**config.mk**
```make
export PLATFORM = sky130hd
export DESIGN_NAME = hiccup_supervisor
export DESIGN_NICKNAME = d
export VERILOG_FILES = /design/src/rtl/hiccup_pkg.sv /design/src/rtl/cyc_counter.sv /design/src/rtl/phase_ctrl.sv /design/src/rtl/hiccup_supervisor.sv
export SDC_FILE = /design/constraint.sdc
export NUM_CORES = 1
export LEC_CHECK = 0
export BUFFER_PORTS_ARGS = -buffer_cell sky130_fd_sc_hd__buf_2
export CORE_UTILIZATION = 65
export DETAILED_ROUTE_END_ITERATION = 8
export PLACE_DENSITY_LB_ADDON = 0.12
export SETUP_SLACK_MARGIN = 0.4
export SLEW_MARGIN = 20
export SYNTH_ARGS = -nofsm -noshare
export SYNTH_HDL_FRONTEND = slang
export SYNTH_SLANG_ARGS = --single-unit
```
**constraint.sdc**
```tcl
create_clock -name clk -period 4.9 [get_ports clk]
set_input_delay 0.49 -clock clk [delete_from_list [all_inputs] [get_ports clk]]
set_output_delay 0.49 -clock clk [all_outputs]
set_load 0.01 [all_outputs]
```
**src/rtl/hiccup_pkg.sv**
```systemverilog
package hiccup_pkg;

  typedef enum logic {PH_RUN = 1'b0, PH_HOLD = 1'b1} phase_t;

  // counter width able to hold 0 .. lim-1
  function automatic int cnt_width(input int unsigned lim);
    return (lim <= 2) ? 1 : $clog2(lim);
  endfunction

  // true when a count sits on the final value of an interval of length lim
  function automatic logic is_last(input int unsigned cnt, input int unsigned lim);
    return cnt == (lim - 1);
  endfunction

endpackage

```
**src/rtl/cyc_counter.sv**
```systemverilog
module cyc_counter
  import hiccup_pkg::*;
#(
  parameter int unsigned LIMIT = 16
) (
  input  logic clk,
  input  logic rst_n,
  input  logic clr,
  input  logic adv,
  output logic done
);
  localparam int W = cnt_width(LIMIT);

  logic [W-1:0] cnt;
  logic         at_end;

  assign at_end = is_last(32'(cnt), LIMIT);
  assign done   = adv & ~clr & at_end;

  always_ff @(posedge clk or negedge rst_n) begin
    if (!rst_n)        cnt <= '0;
    else if (clr)      cnt <= '0;
    else if (adv) begin
      if (at_end)      cnt <= '0;
      else             cnt <= cnt + 1'b1;
    end
  end

  // count never leaves the interval range
  assert_cnt_in_range_R5: assert property (@(posedge clk) disable iff (!rst_n)
    32'(cnt) < LIMIT);

  // without advance or clear the count holds
  assert_cnt_holds_R2: assert property (@(posedge clk) disable iff (!rst_n)
    (!adv && !clr) |=> $stable(cnt));

endmodule

```
**src/rtl/phase_ctrl.sv**
```systemverilog
module phase_ctrl
  import hiccup_pkg::*;
(
  input  logic   clk,
  input  logic   rst_n,
  input  logic   timeout,
  input  logic   hold_end,
  input  logic   kick,
  input  logic   cyc_start,
  output phase_t phase,
  output logic   fault
);
  phase_t phase_nxt;
  logic   fault_nxt;

  always_comb begin
    phase_nxt = phase;
    unique case (phase)
      PH_RUN:  if (timeout)  phase_nxt = PH_HOLD;
      PH_HOLD: if (hold_end) phase_nxt = PH_RUN;
      default: phase_nxt = PH_RUN;
    endcase
  end

  always_comb begin
    fault_nxt = fault;
    if (timeout)   fault_nxt = 1'b1;
    else if (kick) fault_nxt = 1'b0;
  end

  always_ff @(posedge clk or negedge rst_n) begin
    if (!rst_n) begin
      phase <= PH_RUN;
      fault <= 1'b0;
    end else begin
      phase <= phase_nxt;
      fault <= fault_nxt;
    end
  end

  // a timeout puts the block into hold with the fault raised
  assert_timeout_enters_hold_R3: assert property (@(posedge clk) disable iff (!rst_n)
    timeout |=> (phase == PH_HOLD) && fault);

  // hold is only ever entered through a timeout
  assert_hold_only_by_timeout_R3: assert property (@(posedge clk) disable iff (!rst_n)
    $rose(phase == PH_HOLD) |-> $past(timeout));

  // while holding, nothing but the hold end leaves the hold
  assert_hold_ignores_fb_R6: assert property (@(posedge clk) disable iff (!rst_n)
    (phase == PH_HOLD && !hold_end) |=> (phase == PH_HOLD));

  // a kick clears the fault flag
  assert_kick_clears_fault_R8: assert property (@(posedge clk) disable iff (!rst_n)
    kick |=> !fault);

  // inhibit implies fault
  assert_hold_implies_fault_R8: assert property (@(posedge clk) disable iff (!rst_n)
    (phase == PH_HOLD) |-> fault);

  // nothing moves between cycle starts
  assert_idle_stable_R2: assert property (@(posedge clk) disable iff (!rst_n)
    !cyc_start |=> ($stable(phase) && $stable(fault)));

endmodule

```
**src/rtl/hiccup_supervisor.sv**
```systemverilog
module hiccup_supervisor
  import hiccup_pkg::*;
#(
  parameter int unsigned WIN_CYC  = 5280,
  parameter int unsigned HOLD_CYC = 105600
) (
  input  logic clk,
  input  logic rst_n,
  input  logic cyc_start,
  input  logic fb_en,
  output logic sw_inhibit,
  output logic fault_active
);
  phase_t phase;
  logic   in_run;
  logic   kick;
  logic   miss;
  logic   timeout;
  logic   hold_tick;
  logic   hold_end;

  assign in_run    = (phase == PH_RUN);
  assign kick      = in_run & cyc_start & fb_en;
  assign miss      = in_run & cyc_start & ~fb_en;
  assign hold_tick = ~in_run & cyc_start;

  // fault window: cleared by feedback or whenever holding
  cyc_counter #(.LIMIT(WIN_CYC)) u_win_cnt (
    .clk   (clk),
    .rst_n (rst_n),
    .clr   (~in_run | kick),
    .adv   (miss),
    .done  (timeout)
  );

  // hold-off interval: cleared whenever running
  cyc_counter #(.LIMIT(HOLD_CYC)) u_hold_cnt (
    .clk   (clk),
    .rst_n (rst_n),
    .clr   (in_run),
    .adv   (hold_tick),
    .done  (hold_end)
  );

  phase_ctrl u_phase (
    .clk       (clk),
    .rst_n     (rst_n),
    .timeout   (timeout),
    .hold_end  (hold_end),
    .kick      (kick),
    .cyc_start (cyc_start),
    .phase     (phase),
    .fault     (fault_active)
  );

  assign sw_inhibit = ~in_run;

  // fb_en without a cycle start changes nothing at the ports
  assert_fb_needs_cycle_R9: assert property (@(posedge clk) disable iff (!rst_n)
    (!cyc_start && fb_en) |=> ($stable(sw_inhibit) && $stable(fault_active)));

  // a hold end reopens switching
  assert_hold_end_releases_R7: assert property (@(posedge clk) disable iff (!rst_n)
    hold_end |=> !sw_inhibit);

endmodule

```
# == Word level (Yosys, flattened, before mapping) ==
# Index checks and enable logic that the tools add are counted.
# word_totals
output_inout_bits,2
ff_bits,32
elab_cells,34
inputBits,4
# op_classes
n_eq_ne,3
n_bitwise,12
mux,11
add_sub_neg,2
reduce_logical,2
# op_table
op,n
17-bit 2-to-1 mux,3
13-bit 2-to-1 mux,3
17-bit by 1-bit adder with 17-bit output (second input constant),1
17-bit equality test (second input constant),1
13-bit by 1-bit adder with 13-bit output (second input constant),1
13-bit equality test (second input constant),1
1-bit bitwise AND,8
1-bit 2-to-1 mux,4
2-bit nonzero test,2
1-bit inverter,3
2-bit != test (second input constant),1
1-bit case mux with 2 select lines,1
1-bit OR,1

# == Longest topological paths before layout ==
# Gate-level depths: netlist of run 1.
# logic_depth
ltp_word,9
ltp_mapped,6
ltp_nobuf,5

# == Hierarchy ==
# From an unflattened synthesis of run 1, not the netlist that was laid out.
# hier_totals
hier_cells,199
hier_area_um2,1849.3
# by_module_without_submodules
mod,cells_each,seq_area_each_um2,n_inst,area_per_inst_um2
cyc_counter (u_hold_cnt),108,425.4,1,972.2
cyc_counter (u_win_cnt),80,325.3,1,770.7
phase_ctrl,6,50.0,1,70.1
hiccup_supervisor,5,0.0,1,36.3

# == Worst setup path before layout of run 1 ==
# OpenSTA, ideal clock, no wires.
# synth_timing
path_kind,register to register
start,reg u_phase.phase
end,reg u_hold_cnt.cnt[11]
path_slack_ns,3.056
period_less_slack_ns,1.844
t_arrival_ns,1.766
path_buffers,2
required_time_ns,4.822
path_stages_with_launch,7
setup_ns,0.078
cell_sequence,dfrtp_1 -> nor2b_1 -> buf_6 -> or4_1 -> buf_2 -> or3_1 -> a21oi_1
# synth_between
elab_chain_cells,2
elab_cells_between_ends,3
classes_between,1 x eq/ne; 1 x mux; 1 x bitwise
# synth_rtl
element,line_no,source
"start, declared",phase_ctrl.sv:10,"output phase_t phase,"
"start signal, assigned",phase_ctrl.sv:36,phase <= phase_nxt;
1-bit bitwise AND,hiccup_supervisor.sv:25,assign hold_tick = ~in_run & cyc_start;
2-bit != test (no source line),n/a,
"end signal, assigned",cyc_counter.sv:25,else cnt <= cnt + 1'b1;
"end, declared",cyc_counter.sv:14,logic [W-1:0] cnt;
# Parallel ways exist; a longest one is shown, timed or not.
# A chain may end at the register's enable or synchronous reset.

# == Worst setup path after layout of run 1 ==
# layout_timing
start,reg u_phase.phase
end,reg u_hold_cnt.cnt[15]
# Same word-level chain as after synthesis.

==> impl_metrics.py, run 1 <==
metrics = {
    "cells_and_area": {
        "fin_cells": 226,
        "mostFrequentLayoutCell": "dfrtp_1",
        "fill_cells": 180,
        "n_antenna_cell": 0,
        "fin_nets": 201,
        "synthToLayoutAreaGrowth_pct": 5.644,
        "drive_above_1_share": 0.1071,
        "mostFrequentLayoutCells": "dfrtp_1 (32), nand2_1 (16), nor2_1 (16)",
    },
    "floorplan": {
        "core_area_um2": 2500,
        "initial_utilization": 0.6917,
        "io_pins": 6,
        "die_w_um": 53.58,
        "rows": 18,
        "die_h_um": 53.58,
        "die-area_um2": 2870,
    },
    "route": {
        "num_vias": 1444,
        "drc": 0,
        "drt_iter0_drc": 44,
        "routedWlPerCell_um": 15.12,
        "drt_wl_total_um": 3417,
        "viasPerCell": 6.389,
        "drt_first_pass_iters": 4,
        "ant_nets": 0,
    },
    "placed_design": {
        "place_congestion": 0.7808,
        "place_inst": 218,
        "dpl_worst_slack_ns": 2.793,
        "io_buffers": 5,
        "hpwl_um": 2383,
    },
    "cts": {
        "cts-root-buf": "clkbuf_4",
        "post_cts_buffers": 0,
        "cts_tree": "done",
        "insertion_delay_ns": 0.33,
        "cts_max_level": 2,
        "clock-sinks": 32,
        "cts-buffers-inserted": 5,
        "ctsResizeCount": 0,
        "ctsHoldBuffers": 0,
        "clk_path_buf_depth": 2,
        "cts.clk_slew.worst_paths_ns": 0.10,
    },
    "sta": {
        "final_hold_viol_count": 0,
        "fin_crit_sh": 0.4124,
        "slew_headroom": 0.5336,
        "worstMarginPinSlew_ns": 0.6997,
        "fin_skew_ns": 0.01139,
        "fmax_ghz": 0.4949,
        "drv_slew": 0,
        "fin_ws_ns": 2.879,
        "finalSetupViolCount": 0,
        "fin_crit_ns": 2.021,
        "finalSetupTns_ns": 0,
        "rsz0062_at_grt": "no",
        "holdWs_ns": 0.1893,
    },
    "logic_synthesis": {
        "seq_area_frac_synth": 0.4631,
        "synthesis.area_um2": 1729,
        "ys_types": 42,
        "synth_edf_count": 0,
        "syn_nets": 194,
        "syn_avg_cell_area_um2": 9.198,
        "synthCells": 188,
        "synth.yosys.warnings": 0,
        "ys_ff_latch": 32,
        "ys.flop_type": "dfrtp_1",
        "async_flop_share": 1.000,
    },
    "pwr": {
        "leakagePower_nw": 0.7197,
        "ir_worst_vdd_uv": 219.4,
        "pwr_density_cell_nw_per_um2": 249.6,
    },
    "critical_path": {
        "crit_required_ns": 5.16,
        "cp_data_arrival_time_ns": 2.28,
        "path_class": "reg -> reg",
        "endpoint_kind": "flip-flop",
        "crit_path_start_kind": "flip-flop",
        "critical_path.max_fanout": 13,
    },
    "global_route": {
        "antenna_found_initial": 0,
        "grt_pass1_wl_um": 5796,
        "grt_max_degree": 33,
        "first_global_vias": 1373,
        "grt_use_total": 0.2855,
        "grt_overflow_total": 0,
    },
    "run_status": {
        "status": "complete, no violations",
    },
    "min_path": {
        "hp-class": "in -> async",
    },
    "job": {
        "cap_violations": 0,
    },
}
-- where the power goes --
group | switching (mW) | total, mW | internal (mW)
registers | 0.00349 | 0.270 | 0.266
clock network | 0.0892 | 0.157 | 0.0682
logic | 0.0203 | 0.0285 | 0.00829
total | 0.113 | 0.456 | 0.343
-- worst paths after layout --
kind	from	endpoint	slack (ns)	depth (start not counted)
worst min-delay path	rst_n	u_hold_cnt.cnt[15]	0.19	1
worst max-delay path	u_phase.phase	u_hold_cnt.cnt[15]	2.88	4
worst min register to register	u_phase.fault	u_phase.fault	0.50	1
worst max register to register	u_phase.phase	u_hold_cnt.cnt[15]	2.88	4
max in group asynchronous	rst_n	u_win_cnt.cnt[3]	4.24	1
min in group clk	fb_en	u_phase.phase	0.38	2
-- cell families after synthesis --
family | count (synthesis) | share of synthesized area
AND/OR/NAND/NOR | 89 | 0.2822
buffers and inverters | 13 | 0.03473
multiplexers | 1 | 0.006512
flip-flops | 32 | 0.4631
XOR/XNOR | 12 | 0.06078
AO/OA/AOI/OAI | 39 | 0.1382
adder cells (fa/ha/maj) | 2 | 0.01447
-- Yosys cell counts (3+ instances only) --
cell     number  area [um^2]
o21ai_0      13        65.06
nand4_1       8        50.05
or3_1         7        43.79
nand2_1      16        60.06
buf_2         3        15.01
dfrtp_1      32        800.8
or4_1         3        22.52
nor4_1        4        25.02
inv_1         7        26.28
nor2_1       16        60.06
a21oi_1      12        60.06
o31ai_1       3        22.52
nor3_1        8        40.04
nand3_1       9        45.04
xnor2_1      11        96.34
and3_1        3        18.77
-- metal layers --
layer | wire, um | part of all wire | track usage | vias to the layer above
li1 | - | - | - | 705
met1 | 1520 | 0.44 | 0.3285 | 710
met2 | 1735 | 0.51 | 0.4875 | 20
met3 | 104 | 0.030 | 0.08757 | 9
met4 | 56 | 0.016 | 0.1228 | 0
met5 | 0 | 0 | 0 | -
-- worst max-delay path, cell delays in order (launching register included) --
cell,delay (ns)
dfrtp_1,0.50
nor2b_1,0.26
or4_1,0.65
or3_1,0.40
a21oi_1,0.15
-- through the flow --
| step | total power [mW] | utilization | area (um^2) |
|---|---|---|---|
| 2_1_floorplan | 0.2920 | - | 1729 |
| 3_3_place_gp | 0.3021 | 0.7062 | 1765 |
| 3_5_place_dp | 0.3035 | 0.7062 | 1765 |
| 4_1_cts | 0.4585 | 0.7307 | 1827 |
| 5_1_grt | 0.4769 | 0.7307 | 1827 |
| 6_report | 0.4559 | 0.7307 | 1827 |
-- registers in the layout (all words and copies together), names as in the netlist --
name	count
u_hold_cnt.cnt	17
u_win_cnt.cnt	13
u_phase.fault	1
u_phase.phase	1
-- final cells by class --
cell class / count / area (um^2) / area share
Tap cell: 30 / 37.54 / 0.02055
Timing Repair Buffer: 6 / 32.53 / 0.01781
Sequential cell: 32 / 800.8 / 0.4384
Clock buffer: 6 / 51.30 / 0.02808
Inverter: 7 / 26.28 / 0.01438
Multi-Input combinational cell: 143 / 868.3 / 0.4753
Clock inverter: 2 / 10.01 / 0.005479
Note: power is estimated with default switching activity, not from simulation.
==> run 2, diff against run 1 <==
- CORE_UTILIZATION: 65 -> 60
- clock period: 4.9 -> 2 ns (I/O delays scaled with it)
==> run 2 against run 1 <==
Net effect: cell area increased by 28%; largest cell class unchanged; total power rose to 2.6 times the previous value; sequential share of layout area is 9.5 points lower; critical endpoint is now u_hold_cnt.cnt[14]; cell count is 13% higher; largest power group unchanged.
==> impl_metrics.py, run 2 (same netlist as run 1, synthesis figures left out) <==
metrics = {
    "route": {
        "num_vias": 1683,
        "drc": 0,
        "drt_iter0_drc": 109,
        "ant_nets": 0,
        "drt_wl_total_um": 4998,
        "routedWlPerCell_um": 19.52,
        "drt_first_pass_iters": 4,
        "viasPerCell": 6.574,
    },
    "critical_path": {
        "crit_cells": 7,
        "r2r-end": "u_hold_cnt.cnt[14]",
        "cp_slowest_stage_delay_ns": 0.43,
        "cp_data_arrival_time_ns": 1.93,
        "path_class": "reg -> reg",
        "crit_path_frequent_cell": "buf_4",
        "critical_path.max_fanout": 6,
        "r2r_setup_slack_ns": 0.30,
        "critPathBufInv": 3,
        "timing.rr.start": "u_hold_cnt.cnt[0]",
        "crit_required_ns": 2.23,
        "cpLargestDelayFamily": "buffers and inverters",
        "cp_slowest_cell": "dfrtp_1",
        "crit_path_start_kind": "flip-flop",
        "r2r_cells": 7,
        "endpoint_kind": "flip-flop",
        "path_cells": "ha_2 -> nand4_1 -> buf_4 -> buf_4 -> o31ai_4 -> buf_6 -> a21oi_1",
    },
    "sta": {
        "final_hold_viol_count": 0,
        "fin_skew_ns": 0.01135,
        "finalSetupViolCount": 0,
        "finalSetupTns_ns": 0,
        "worstMarginPinSlew_ns": 0.7294,
        "drv_slew": 0,
        "holdWs_ns": 0.1317,
        "fin_crit_sh": 0.8514,
        "slew_headroom": 0.5137,
        "rsz0062_at_grt": "yes",
        "fmax_ghz": 0.5873,
        "fin_crit_ns": 1.703,
    },
    "pwr": {
        "ir_worst_vdd_uv": 713.5,
        "leakagePower_nw": 0.8856,
        "p_total_mw": 1.188,
        "pwr_density_cell_nw_per_um2": 506.7,
    },
    "cells_and_area": {
        "regMostFlops": "u_hold_cnt.cnt",
        "fin_cells": 256,
        "fin_util": 0.8577,
        "mostFrequentLayoutCell": "dfrtp_1",
        "largest_reg_flops": 17,
        "fin_nets": 230,
        "n_antenna_cell": 0,
        "top_regs": "u_hold_cnt.cnt: 17 flops, u_win_cnt.cnt: 13 flops",
        "drive_above_1_share": 0.4222,
        "synthToLayoutAreaGrowth_pct": 35.60,
        "mostFrequentLayoutCells": "dfrtp_1 (28), buf_4 (23), nand2_1 (13)",
        "fill_cells": 128,
    },
    "floorplan": {
        "die-area_um2": 3101,
        "initial_utilization": 0.6325,
        "die_h_um": 55.69,
        "core_area_um2": 2734,
        "rows": 19,
        "die_w_um": 55.69,
        "io_pins": 6,
    },
    "placed_design": {
        "place_inst": 222,
        "hpwl_um": 2604,
        "io_buffers": 5,
        "place_congestion": 0.9166,
    },
    "global_route": {
        "antenna_found_initial": 0,
        "grt_pass1_wl_um": 7348,
        "use_met1": 0.3709,
        "grt_max_degree": 33,
        "grtUsageMet3": 0.05349,
        "first_global_vias": 1626,
        "grt_overflow_total": 0,
        "use_met2": 0.5215,
        "busiest_layer": "met2",
        "grt_use_total": 0.3084,
    },
    "cts": {
        "clk_path_buf_depth": 2,
        "cts.clk_slew.worst_paths_ns": 0.11,
        "cts-root-buf": "clkbuf_4",
        "cts-buffers-inserted": 5,
        "cts_max_level": 2,
        "insertion_delay_ns": 0.34,
        "clock-sinks": 32,
        "cts_tree": "done",
    },
    "min_path": {
        "holdPathEnd": "u_phase.phase",
        "worstHoldPathCells": 2,
        "worstHoldStart": "fb_en",
        "hp-class": "in -> reg",
    },
    "run_status": {
        "status": "complete, no violations",
    },
    "job": {
        "cap_violations": 0,
    },
}
-- run 2: cell types whose count changed in the layout (fill, tap and decap cells not counted), sizes merged --
cell         previous run  this run
buf                     6        34
clkinv                  2         0
dlygate4sd3             0         1
clkbuf                  6         8
-- run 2: how the worst max path moves through the flow --
stage / endpoint / startpoint / slack [ns]
CTS: u_win_cnt.cnt[3] / u_win_cnt.cnt[0] / 0.34
floorplan: u_hold_cnt.cnt[9] / u_phase.phase / 0.23
detailed placement: u_hold_cnt.cnt[16] / u_hold_cnt.cnt[0] / 0.23
global placement: u_hold_cnt.cnt[16] / u_hold_cnt.cnt[0] / 0.26
global route: u_hold_cnt.cnt[14] / u_hold_cnt.cnt[0] / 0.25
finish: u_hold_cnt.cnt[14] / u_hold_cnt.cnt[0] / 0.30
-- run 2: final cells by class --
cell class	count	area, um^2	share of cell area
Clock buffer	8	58.81	0.02508
Inverter	7	26.28	0.01121
Multi-Input combinational cell	143	1140	0.4861
Sequential cell	32	805.8	0.3436
Tap cell	31	38.79	0.01654
Timing Repair Buffer	35	275.3	0.1174
-- run 2: stage by stage --
stage	instance area (um^2)	setup WS (ns)
final	2345	0.2973
after global routing	2345	0.2518
after detailed placement	1807	0.2336
after CTS	2108	0.3354
after floorplan	1747	0.2256
after global placement	1807	0.2586
-- run 2: timing repair --
item	4_1_cts	5_1_grt
hold buffers	1	0
pin swaps	10	17
hold endpoints to repair	32	0
buffers inserted	17	7
gates resized for setup	22	43
gates cloned	1	0
endpoints found under the setup margin	21	24
-- run 2: layer usage --
metal / part of all wire / vias to the layer above
met4: 0.041 / 0
met3: 0.050 / 24
met1: 0.39 / 831
met2: 0.52 / 68
met5: 0 / -
li1: - / 760
-- run 2: power breakdown --
| group | total, mW | leakage [nW] | switching (mW) | internal [mW] |
|---|---|---|---|---|
| clock | 0.405 | 0.0326 | 0.232 | 0.173 |
| sequential | 0.659 | 0.438 | 0.00623 | 0.653 |
| combinational | 0.124 | 0.415 | 0.0765 | 0.0471 |
